## src/rtl/axi_bp_pkg.sv

```systemverilog
package axi_bp_pkg;
  // Channel lane order used by the top: 0 aw, 1 w, 2 ar, 3 b, 4 r
  localparam int NUM_CH = 5;

  // Strobes sent from the per-lane control to its counter
  typedef struct packed {
    logic clr;
    logic load;
    logic inc;
    logic dec;
  } cntCmd_t;
endpackage

```

## src/rtl/axi_bp_counter.sv

```systemverilog
module axi_bp_counter
  import axi_bp_pkg::*;
#(
  parameter int CNT_W = 8
) (
  input  logic             clk,
  input  logic             rstN,
  input  cntCmd_t          cmd,
  input  logic [CNT_W-1:0] delay,
  output logic             cntHit,
  output logic             cntZero
);
  logic [CNT_W-1:0] cnt;

  always_ff @(posedge clk) begin
    if (!rstN)         cnt <= '0;
    else if (cmd.clr)  cnt <= '0;
    else if (cmd.load) cnt <= delay;
    else if (cmd.inc)  cnt <= cnt + 1'b1;
    else if (cmd.dec)  cnt <= cnt - 1'b1;
  end

  assign cntHit  = (cnt == delay);
  assign cntZero = (cnt == '0);

  // The control raises at most one strobe per cycle (supports R1, R5)
  a_r1_one_strobe: assert property (@(posedge clk) disable iff (!rstN)
    $onehot0(cmd));
  // Counting up never passes the programmed delay
  a_r1_no_overrun: assert property (@(posedge clk) disable iff (!rstN)
    cmd.inc |-> !cntHit);
  // Counting down never wraps below zero
  a_r5_no_underflow: assert property (@(posedge clk) disable iff (!rstN)
    cmd.dec |-> !cntZero);
endmodule

```

## src/rtl/axi_bp_ctrl.sv

```systemverilog
module axi_bp_ctrl
  import axi_bp_pkg::*;
#(
  parameter int CNT_W = 8
) (
  input  logic             clk,
  input  logic             rstN,
  input  logic             valid,
  input  logic             restHigh,
  input  logic [CNT_W-1:0] delay,
  input  logic             cntHit,
  input  logic             cntZero,
  output logic             ready,
  output cntCmd_t          cmd
);
  logic delayZero;
  assign delayZero = (delay == '0);

  always_comb begin
    cmd   = '0;
    ready = restHigh;
    if (rstN) begin
      if (restHigh) begin
        // Resting-high: low while a recovery count is running
        ready = cntZero;
        if (valid && cntZero) cmd.load = 1'b1;
        else if (!cntZero)    cmd.dec  = 1'b1;
      end else begin
        // Wait mode: ready once valid has been held for delay cycles
        ready = valid && cntHit;
        if (!valid || cntHit) cmd.clr = 1'b1;
        else                  cmd.inc = 1'b1;
      end
    end
  end

  a_r4_ready_needs_valid: assert property (@(posedge clk) disable iff (!rstN)
    (!restHigh && ready) |-> valid);
  a_r2_zero_follows: assert property (@(posedge clk) disable iff (!rstN)
    (!restHigh && delayZero) |-> (ready == valid));
  a_r3_drop_after_hs: assert property (@(posedge clk) disable iff (!rstN)
    (!restHigh && !delayZero && valid && ready) |=> !ready);
  a_r5_drop_after_hs: assert property (@(posedge clk) disable iff (!rstN)
    (restHigh && !delayZero && valid && ready) |=> !ready);
  a_r6_always_high: assert property (@(posedge clk) disable iff (!rstN)
    (restHigh && delayZero) |-> ready);
  a_r8_reset_level: assert property (@(posedge clk)
    !rstN |-> (ready == restHigh));
endmodule

```

## src/rtl/axi_ready_throttle.sv

```systemverilog
module axi_ready_throttle
  import axi_bp_pkg::*;
#(
  parameter int CNT_W = 8
) (
  input  logic             clk,
  input  logic             rstN,
  input  logic             awValid,
  input  logic             awRestHigh,
  input  logic [CNT_W-1:0] awDelay,
  output logic             awReady,
  input  logic             wValid,
  input  logic             wRestHigh,
  input  logic [CNT_W-1:0] wDelay,
  output logic             wReady,
  input  logic             arValid,
  input  logic             arRestHigh,
  input  logic [CNT_W-1:0] arDelay,
  output logic             arReady,
  input  logic             bValid,
  input  logic             bRestHigh,
  input  logic [CNT_W-1:0] bDelay,
  output logic             bReady,
  input  logic             rValid,
  input  logic             rRestHigh,
  input  logic [CNT_W-1:0] rDelay,
  output logic             rReady
);
  logic [NUM_CH-1:0] validVec;
  logic [NUM_CH-1:0] restVec;
  logic [NUM_CH-1:0] readyVec;
  logic [CNT_W-1:0]  delayArr [NUM_CH];

  assign validVec = {rValid, bValid, arValid, wValid, awValid};
  assign restVec  = {rRestHigh, bRestHigh, arRestHigh, wRestHigh, awRestHigh};
  assign delayArr[0] = awDelay;
  assign delayArr[1] = wDelay;
  assign delayArr[2] = arDelay;
  assign delayArr[3] = bDelay;
  assign delayArr[4] = rDelay;

  assign awReady = readyVec[0];
  assign wReady  = readyVec[1];
  assign arReady = readyVec[2];
  assign bReady  = readyVec[3];
  assign rReady  = readyVec[4];

  // one independent lane per channel
  for (genvar ch = 0; ch < NUM_CH; ch++) begin : g_lane
    cntCmd_t cmd;
    logic    cntHit;
    logic    cntZero;

    axi_bp_ctrl #(.CNT_W(CNT_W)) u_ctrl (
      .clk      (clk),
      .rstN     (rstN),
      .valid    (validVec[ch]),
      .restHigh (restVec[ch]),
      .delay    (delayArr[ch]),
      .cntHit   (cntHit),
      .cntZero  (cntZero),
      .ready    (readyVec[ch]),
      .cmd      (cmd)
    );

    axi_bp_counter #(.CNT_W(CNT_W)) u_cnt (
      .clk     (clk),
      .rstN    (rstN),
      .cmd     (cmd),
      .delay   (delayArr[ch]),
      .cntHit  (cntHit),
      .cntZero (cntZero)
    );
  end
endmodule

```

## config.mk

```make
export PLATFORM = sky130hd
export DESIGN_NAME = axi_ready_throttle
export DESIGN_NICKNAME = d
export VERILOG_FILES = /design/src/rtl/axi_bp_pkg.sv /design/src/rtl/axi_bp_counter.sv /design/src/rtl/axi_bp_ctrl.sv /design/src/rtl/axi_ready_throttle.sv
export SDC_FILE = /design/constraint.sdc
export NUM_CORES = 1
export LEC_CHECK = 0
export BUFFER_PORTS_ARGS = -buffer_cell sky130_fd_sc_hd__buf_2
export CORE_ASPECT_RATIO = 2
export CORE_MARGIN = 8
export CORE_UTILIZATION = 55
export CTS_CLUSTER_SIZE = 20
export DETAILED_ROUTE_END_ITERATION = 8
export PLACE_DENSITY = 0.78
export SYNTH_ARGS = -nofsm -noshare
export SYNTH_HDL_FRONTEND = slang
export SYNTH_SLANG_ARGS = --single-unit
```

## constraint.sdc

```tcl
create_clock -name clk -period 4.9 [get_ports clk]
set_input_delay 0.245 -clock clk [delete_from_list [all_inputs] [get_ports clk]]
set_output_delay 0.245 -clock clk [all_outputs]
set_load 0.02 [all_outputs]
```

==> reports/metrics.yaml, run 1 <==
status: "finished clean"
yosys_warnings: 0
holdBufCountCts: 0
p_total_mw: 2.71
cts_sinks: 40
reg_top3: "g_lane.u_cnt.cnt: 40 flops"
num_vias: 3377
wl_per_cell_um: 15.0
power.density_nw_per_um2: 645
cts_setup_buffers: 0
setup_violations: 0
report.final.slew_viol_count: 0
drt_iter0_drc: 154
fmax_mhz: 320
crit_type: "flip-flop to flip-flop"
cpMaxStageDelayCell: "dfxtp_1"
worst_slew_pin_slew_ps: 646
yosys_most_used_dff: "dfxtp_1"
ctsResizeCount: 0
clock_path_buffers: 2
p_sw_frac: 0.429
worst-path-buf-inv: 1
grt_overflow: 0
worstPathCellList: "xnor2_1 > nand4_1 > o21a_1 > inv_1 > ha_1 > o21ai_0 > o21bai_2 > a2111oi_4 > nor3_2 > and3_4 > a2111oi_2"
port_buffers: 56
fin_tns_setup_ps: 0
wl_mm: 8.80
worst_skew_pair.late_latency_ps: 280
synth_common_cells: "xnor2_1 (58), nand2_1 (49), a21oi_1 (40), dfxtp_1 (40)"
die_w_um: 73.7
end_kind: "flip-flop"
syn_area_per_cell_um2: 8.37
die-area_um2: 9670
syn-cell-area_um2: 3660
tritoncts: "yes"
synthCells: 437
top_register: "g_lane.u_cnt.cnt"
final_nets: 591
synth-edff-count: 0
place.gp.congestion: 0.867
fin_worst_skew_ps: 5.25
ioPinCount: 57
yosysMostFrequentCell: "xnor2_1"
synth_area_leaders: "dfxtp_1 (22%), xnor2_1 (14%), ha_1 (12%)"
start_util: 0.561
ys_ff_latch: 40
cp_max_fo: 8
dr.pass1.iters: 4
synth_nets: 529
synthArstFlopShare: 0
p_clk_frac: 0.128
core_area_um2: 6520
min_period_over_period: 0.638
detail-route-antenna-nets: 0
viasPerCell: 5.75
first_global_vias: 3463
antenna_found_initial: 0
cp.required_ps: 5090
post-route-drc-count: 0
dpl-instance-area_um2: 4050
synth_cell_types: 44
cts-root-buf: "clkbuf_16"
hp-class: "input port to flip-flop"
hold_slack_ps: 181
p_comb_frac: 0.635
max_stage_delay_ps: 480
fin_cells: 587
intPower_mw: 1.55
max_slew_margin: 0.568
cp-start-kind: "flip-flop"
hold_viol_final: 0
grt_max_degree: 24
rsz0062_at_grt: "no"
die_h_um: 131
dp_hpwl_mm: 7.03
diodes: 0
syn_to_final_growth_pct: 14.8
dpl.cell_count: 580
cts_max_level: 2
min_period_ps: 3130
cpLargestDelayFamily: "compound AO/OA/AOI/OAI gates"
cts_buffers: 5
p_sw_mw: 1.16
maxCapViolCount: 0
fin_util: 0.644
drive_gt1_frac: 0.168
pre_cts_slack_ps: 1800
peakVddDrop_uv: 324
num_rows: 42
arrival_ps: 3310
synth_largest_area_cell: "dfxtp_1"
ys_seq_area_frac: 0.219
synth_top_area_share: 0.219
stdcell_area_um2: 4200
setup_ws_ps: 1770
power_frac_seq: 0.238
grt_pass1_wl_mm: 15.3
grt_util_all_layers: 0.192
leakagePower_nw: 1.71
cts.clk_slew.worst_paths_ps: 60
largest_reg_flops: 40
[cell usage in the layout (no fill, tap or decap), drive strengths merged, types with 4 or more instances in the layout]
cell	netlist	final
buf	3	58
a2111oi	5	5
nand3	9	9
ha	35	35
nor2	37	37
o21a	7	7
a22o	5	5
a31oi	7	7
a21o	11	11
nor4	10	10
dfxtp	40	40
xnor2	58	58
fa	5	5
a21oi	40	40
inv	6	6
nand4	10	10
o21bai	8	8
mux2i	13	13
a211oi	9	9
and3	4	4
nand2	49	49
nor3	8	8
clkbuf	0	7
xor2	10	10
o21ai	27	27
[layer usage]
layer	track usage	wire length (um)	vias to the layer above
met5	0	0	-
met4	0.0841	194	0
met3	0.0351	398	15
met2	0.324	4340	76
met1	0.222	3870	1552
li1	-	-	1734
[area by class of cell]
| cell class | count | area, um^2 |
|---|---|---|
| well taps | 88 | 110 |
| repair buffers | 58 | 295 |
| fillers | 622 | 2320 |
| clock buffers | 7 | 153 |
| multi-input cells | 388 | 2820 |
| inverters | 6 | 22.5 |
| flip-flops and latches | 40 | 801 |
[power groups by stage]
| stage | sequential, mW | clock [mW] | combinational [mW] |
|---|---|---|---|
| after floorplan | 0.604 | 0 | 1.43 |
| after global placement | 0.642 | 0 | 1.67 |
| after detailed placement | 0.646 | 0 | 1.71 |
| after CTS | 0.641 | 0.354 | 1.72 |
| after global routing | 0.666 | 0.369 | 1.93 |
| final | 0.643 | 0.345 | 1.72 |
[path summary, 6_finish.rpt]
| check | start | end | slack, ps | cells after the start |
|---|---|---|---|---|
| setup / recovery | g_lane[3].u_cnt.cnt[0] | g_lane[3].u_cnt.cnt[7] | 1770 | 11 |
| setup reg to reg | g_lane[3].u_cnt.cnt[0] | g_lane[3].u_cnt.cnt[7] | 1770 | 11 |
| hold reg to reg | g_lane[2].u_cnt.cnt[0] | g_lane[2].u_cnt.cnt[0] | 560 | 1 |
| hold / removal | rDelay[0] | g_lane[4].u_cnt.cnt[0] | 180 | 2 |
[cell families (layout without fill, tap and decap cells)]
logic type      count (synthesis)  count (layout)  share of synthesized area
flops                          40              40                      0.219
xor+xnor                       68              68                      0.163
simple gates                  137             137                      0.178
fa+ha+maj                      40              40                      0.147
buf+inv                         9              71                     0.0109
compound gates                128             128                      0.241
mux                            15              15                     0.0417
No activity file was read; power rests on OpenSTA's default activity.
==> run 2, diff against run 1 <==
--- a/config.mk
+++ b/config.mk
@@ -8,10 +8,10 @@
 export BUFFER_PORTS_ARGS = -buffer_cell sky130_fd_sc_hd__buf_2
 export CORE_ASPECT_RATIO = 2
 export CORE_MARGIN = 8
-export CORE_UTILIZATION = 55
+export CORE_UTILIZATION = 52
 export CTS_CLUSTER_SIZE = 20
 export DETAILED_ROUTE_END_ITERATION = 8
-export PLACE_DENSITY = 0.78
+export PLACE_DENSITY = 0.77
 export SYNTH_ARGS = -nofsm -noshare
 export SYNTH_HDL_FRONTEND = slang
 export SYNTH_SLANG_ARGS = --single-unit
==> constraint.sdc (replaced) <==
create_clock -name clk -period 2.7 [get_ports clk]
set_input_delay 0.135 -clock clk [delete_from_list [all_inputs] [get_ports clk]]
set_output_delay 0.135 -clock clk [all_outputs]
set_load 0.02 [all_outputs]
==> run 2 against run 1 <==
Effect of this change: clock skew down 3.2 ps; sequential cell count unchanged; maximum frequency up 19%; combinational power up 120%; power up 100%; global-route usage up 1.8 points; largest cell class unchanged; core utilization up 3.8 points; first-iteration DRC count down 12%; clock-buffer cell count down 1; hold slack worse by 110 ps; highest routed layer unchanged.
==> reports/metrics.yaml, run 2 (synthesis gave the netlist of run 1 again) <==
status: "finished clean"
cp-start-kind: "flip-flop"
final_nets: 641
die_h_um: 135
maxCapViolCount: 0
dr.pass1.iters: 4
dp_hpwl_mm: 8.40
end_kind: "flip-flop"
wl_per_cell_um: 16.8
min_period_ps: 2630
cts_buffers: 5
max_slew_margin: 0.582
detail-route-antenna-nets: 0
cp_max_fo: 5
start_util: 0.531
leakagePower_nw: 1.99
drive_gt1_frac: 0.284
cts-root-buf: "clkbuf_16"
port_buffers: 56
hold_viol_final: 0
grt_overflow: 0
p_sw_mw: 2.39
crit_type: "flip-flop to flip-flop"
place.gp.congestion: 0.906
p_comb_frac: 0.692
worst-path-buf-inv: 3
layout_common_cells: "buf_2 (56), xnor2_1 (52), buf_4 (52)"
syn_to_final_growth_pct: 28.5
worst_skew_pair.late_latency_ps: 290
setup_ws_ps: 65.9
cpLargestDelayFamily: "compound AO/OA/AOI/OAI gates"
drt_iter0_drc: 136
report.final.slew_viol_count: 0
grt_util_all_layers: 0.210
grt_pass1_wl_mm: 16.8
fin_cells: 639
fin_worst_skew_ps: 2.03
die_w_um: 75.3
num_rows: 43
fmax_mhz: 380
cp.required_ps: 2880
die-area_um2: 10100
p_clk_frac: 0.106
power_frac_seq: 0.202
crit_top_cell: "buf_4"
hold_slack_ps: 69.2
core_area_um2: 6890
reg_top3: "g_lane.u_cnt.cnt: 40 flops"
setup_violations: 0
first_global_vias: 3783
top_register: "g_lane.u_cnt.cnt"
fill_cells: 594
peakVddDrop_uv: 595
arrival_ps: 2820
viasPerCell: 5.86
cts.clk_slew.worst_paths_ps: 60
cts_max_level: 2
largest_reg_flops: 40
cpMaxStageDelayCell: "a2111oi_4"
post-route-drc-count: 0
wl_mm: 10.7
grt_max_degree: 12
antenna_found_initial: 0
cts_sinks: 40
intPower_mw: 3.11
power.density_nw_per_um2: 1170
tritoncts: "yes"
p_total_mw: 5.50
num_vias: 3744
clock_path_buffers: 2
holdBufCountCts: 0
pre_cts_slack_ps: -10.7
ioPinCount: 57
max_stage_delay_ps: 420
worst_slew_pin_slew_ps: 626
dpl.cell_count: 621
worstPathCellList: "xnor2_1 > nand4_1 > o21a_1 > inv_2 > buf_4 > buf_4 > ha_1 > a2111oi_4 > nor3_4 > and3_4 > a2111oi_2"
min_period_over_period: 0.976
p_sw_frac: 0.434
hp-class: "input port to flip-flop"
mostFrequentLayoutCell: "buf_2"
diodes: 0
==> run 2: changes by cell type in the layout (fill, tap and decap cells not counted), sizes merged <==
cell / before / now
clkbuf: 7 / 6
clkinv: 0 / 1
buf: 58 / 108
==> run 2: layout make-up <==
cell class / count / area, um^2 / area share
well taps: 90 / 113 / 0.0240
clock buffers: 6 / 129 / 0.0274
repair buffers: 108 / 671 / 0.143
flip-flops and latches: 40 / 815 / 0.173
multi-input cells: 388 / 2940 / 0.627
inverters: 6 / 22.5 / 0.00479
clock inverters: 1 / 5.00 / 0.00107
==> run 2: worst register-to-register path, stage by stage, from the launching register on <==
cell and delay, ps:
dfxtp_2 340, xnor2_1 170, nand4_1 140, o21a_1 220
inv_2 100, buf_4 120, buf_4 110, ha_1 290
a2111oi_4 430, nor3_4 90, and3_4 200, a2111oi_2 320
==> run 2: repair_timing <==
action	CTS	global route
endpoints found under the hold margin	0	0
pin swaps	2	20
buffers inserted	0	11
endpoints found under the setup margin	2	7
gates resized for setup	1	27
gates cloned	0	0
==> run 2: final timing paths <==
path	from	to	slack [ps]	cells past startpoint
setup / recovery	g_lane[1].u_cnt.cnt[6]	g_lane[1].u_cnt.cnt[7]	70	11
hold / removal	arDelay[0]	g_lane[2].u_cnt.cnt[0]	70	3
setup reg to reg	g_lane[1].u_cnt.cnt[6]	g_lane[1].u_cnt.cnt[7]	70	11
hold reg to reg	g_lane[3].u_cnt.cnt[6]	g_lane[3].u_cnt.cnt[6]	580	2
==> run 2: power groups by stage <==
stage | sequential (mW) | combinational (mW) | clock [mW]
after floorplan | 1.10 | 2.60 | 0
after global placement | 1.07 | 3.42 | 0
after detailed placement | 1.09 | 3.53 | 0
after CTS | 1.08 | 3.56 | 0.594
after global routing | 1.14 | 4.15 | 0.613
final | 1.11 | 3.81 | 0.583
==> run 2: stage by stage <==
step | utilization | TNS (ps) | instance area, um^2
floorplan | - | 0 | 3660
global placement | 0.630 | 0 | 4340
detailed placement | 0.630 | -13.4 | 4340
CTS | 0.650 | -18.2 | 4480
global route | 0.682 | -67.9 | 4700
finish | 0.682 | 0 | 4700
==> run 2: layer usage <==
metal,up-vias,track usage,routed length [um]
met5,-,0,0
met3,22,0.0401,539
met2,111,0.406,6120
met1,1791,0.190,3760
met4,0,0.107,292
li1,1820,-,-
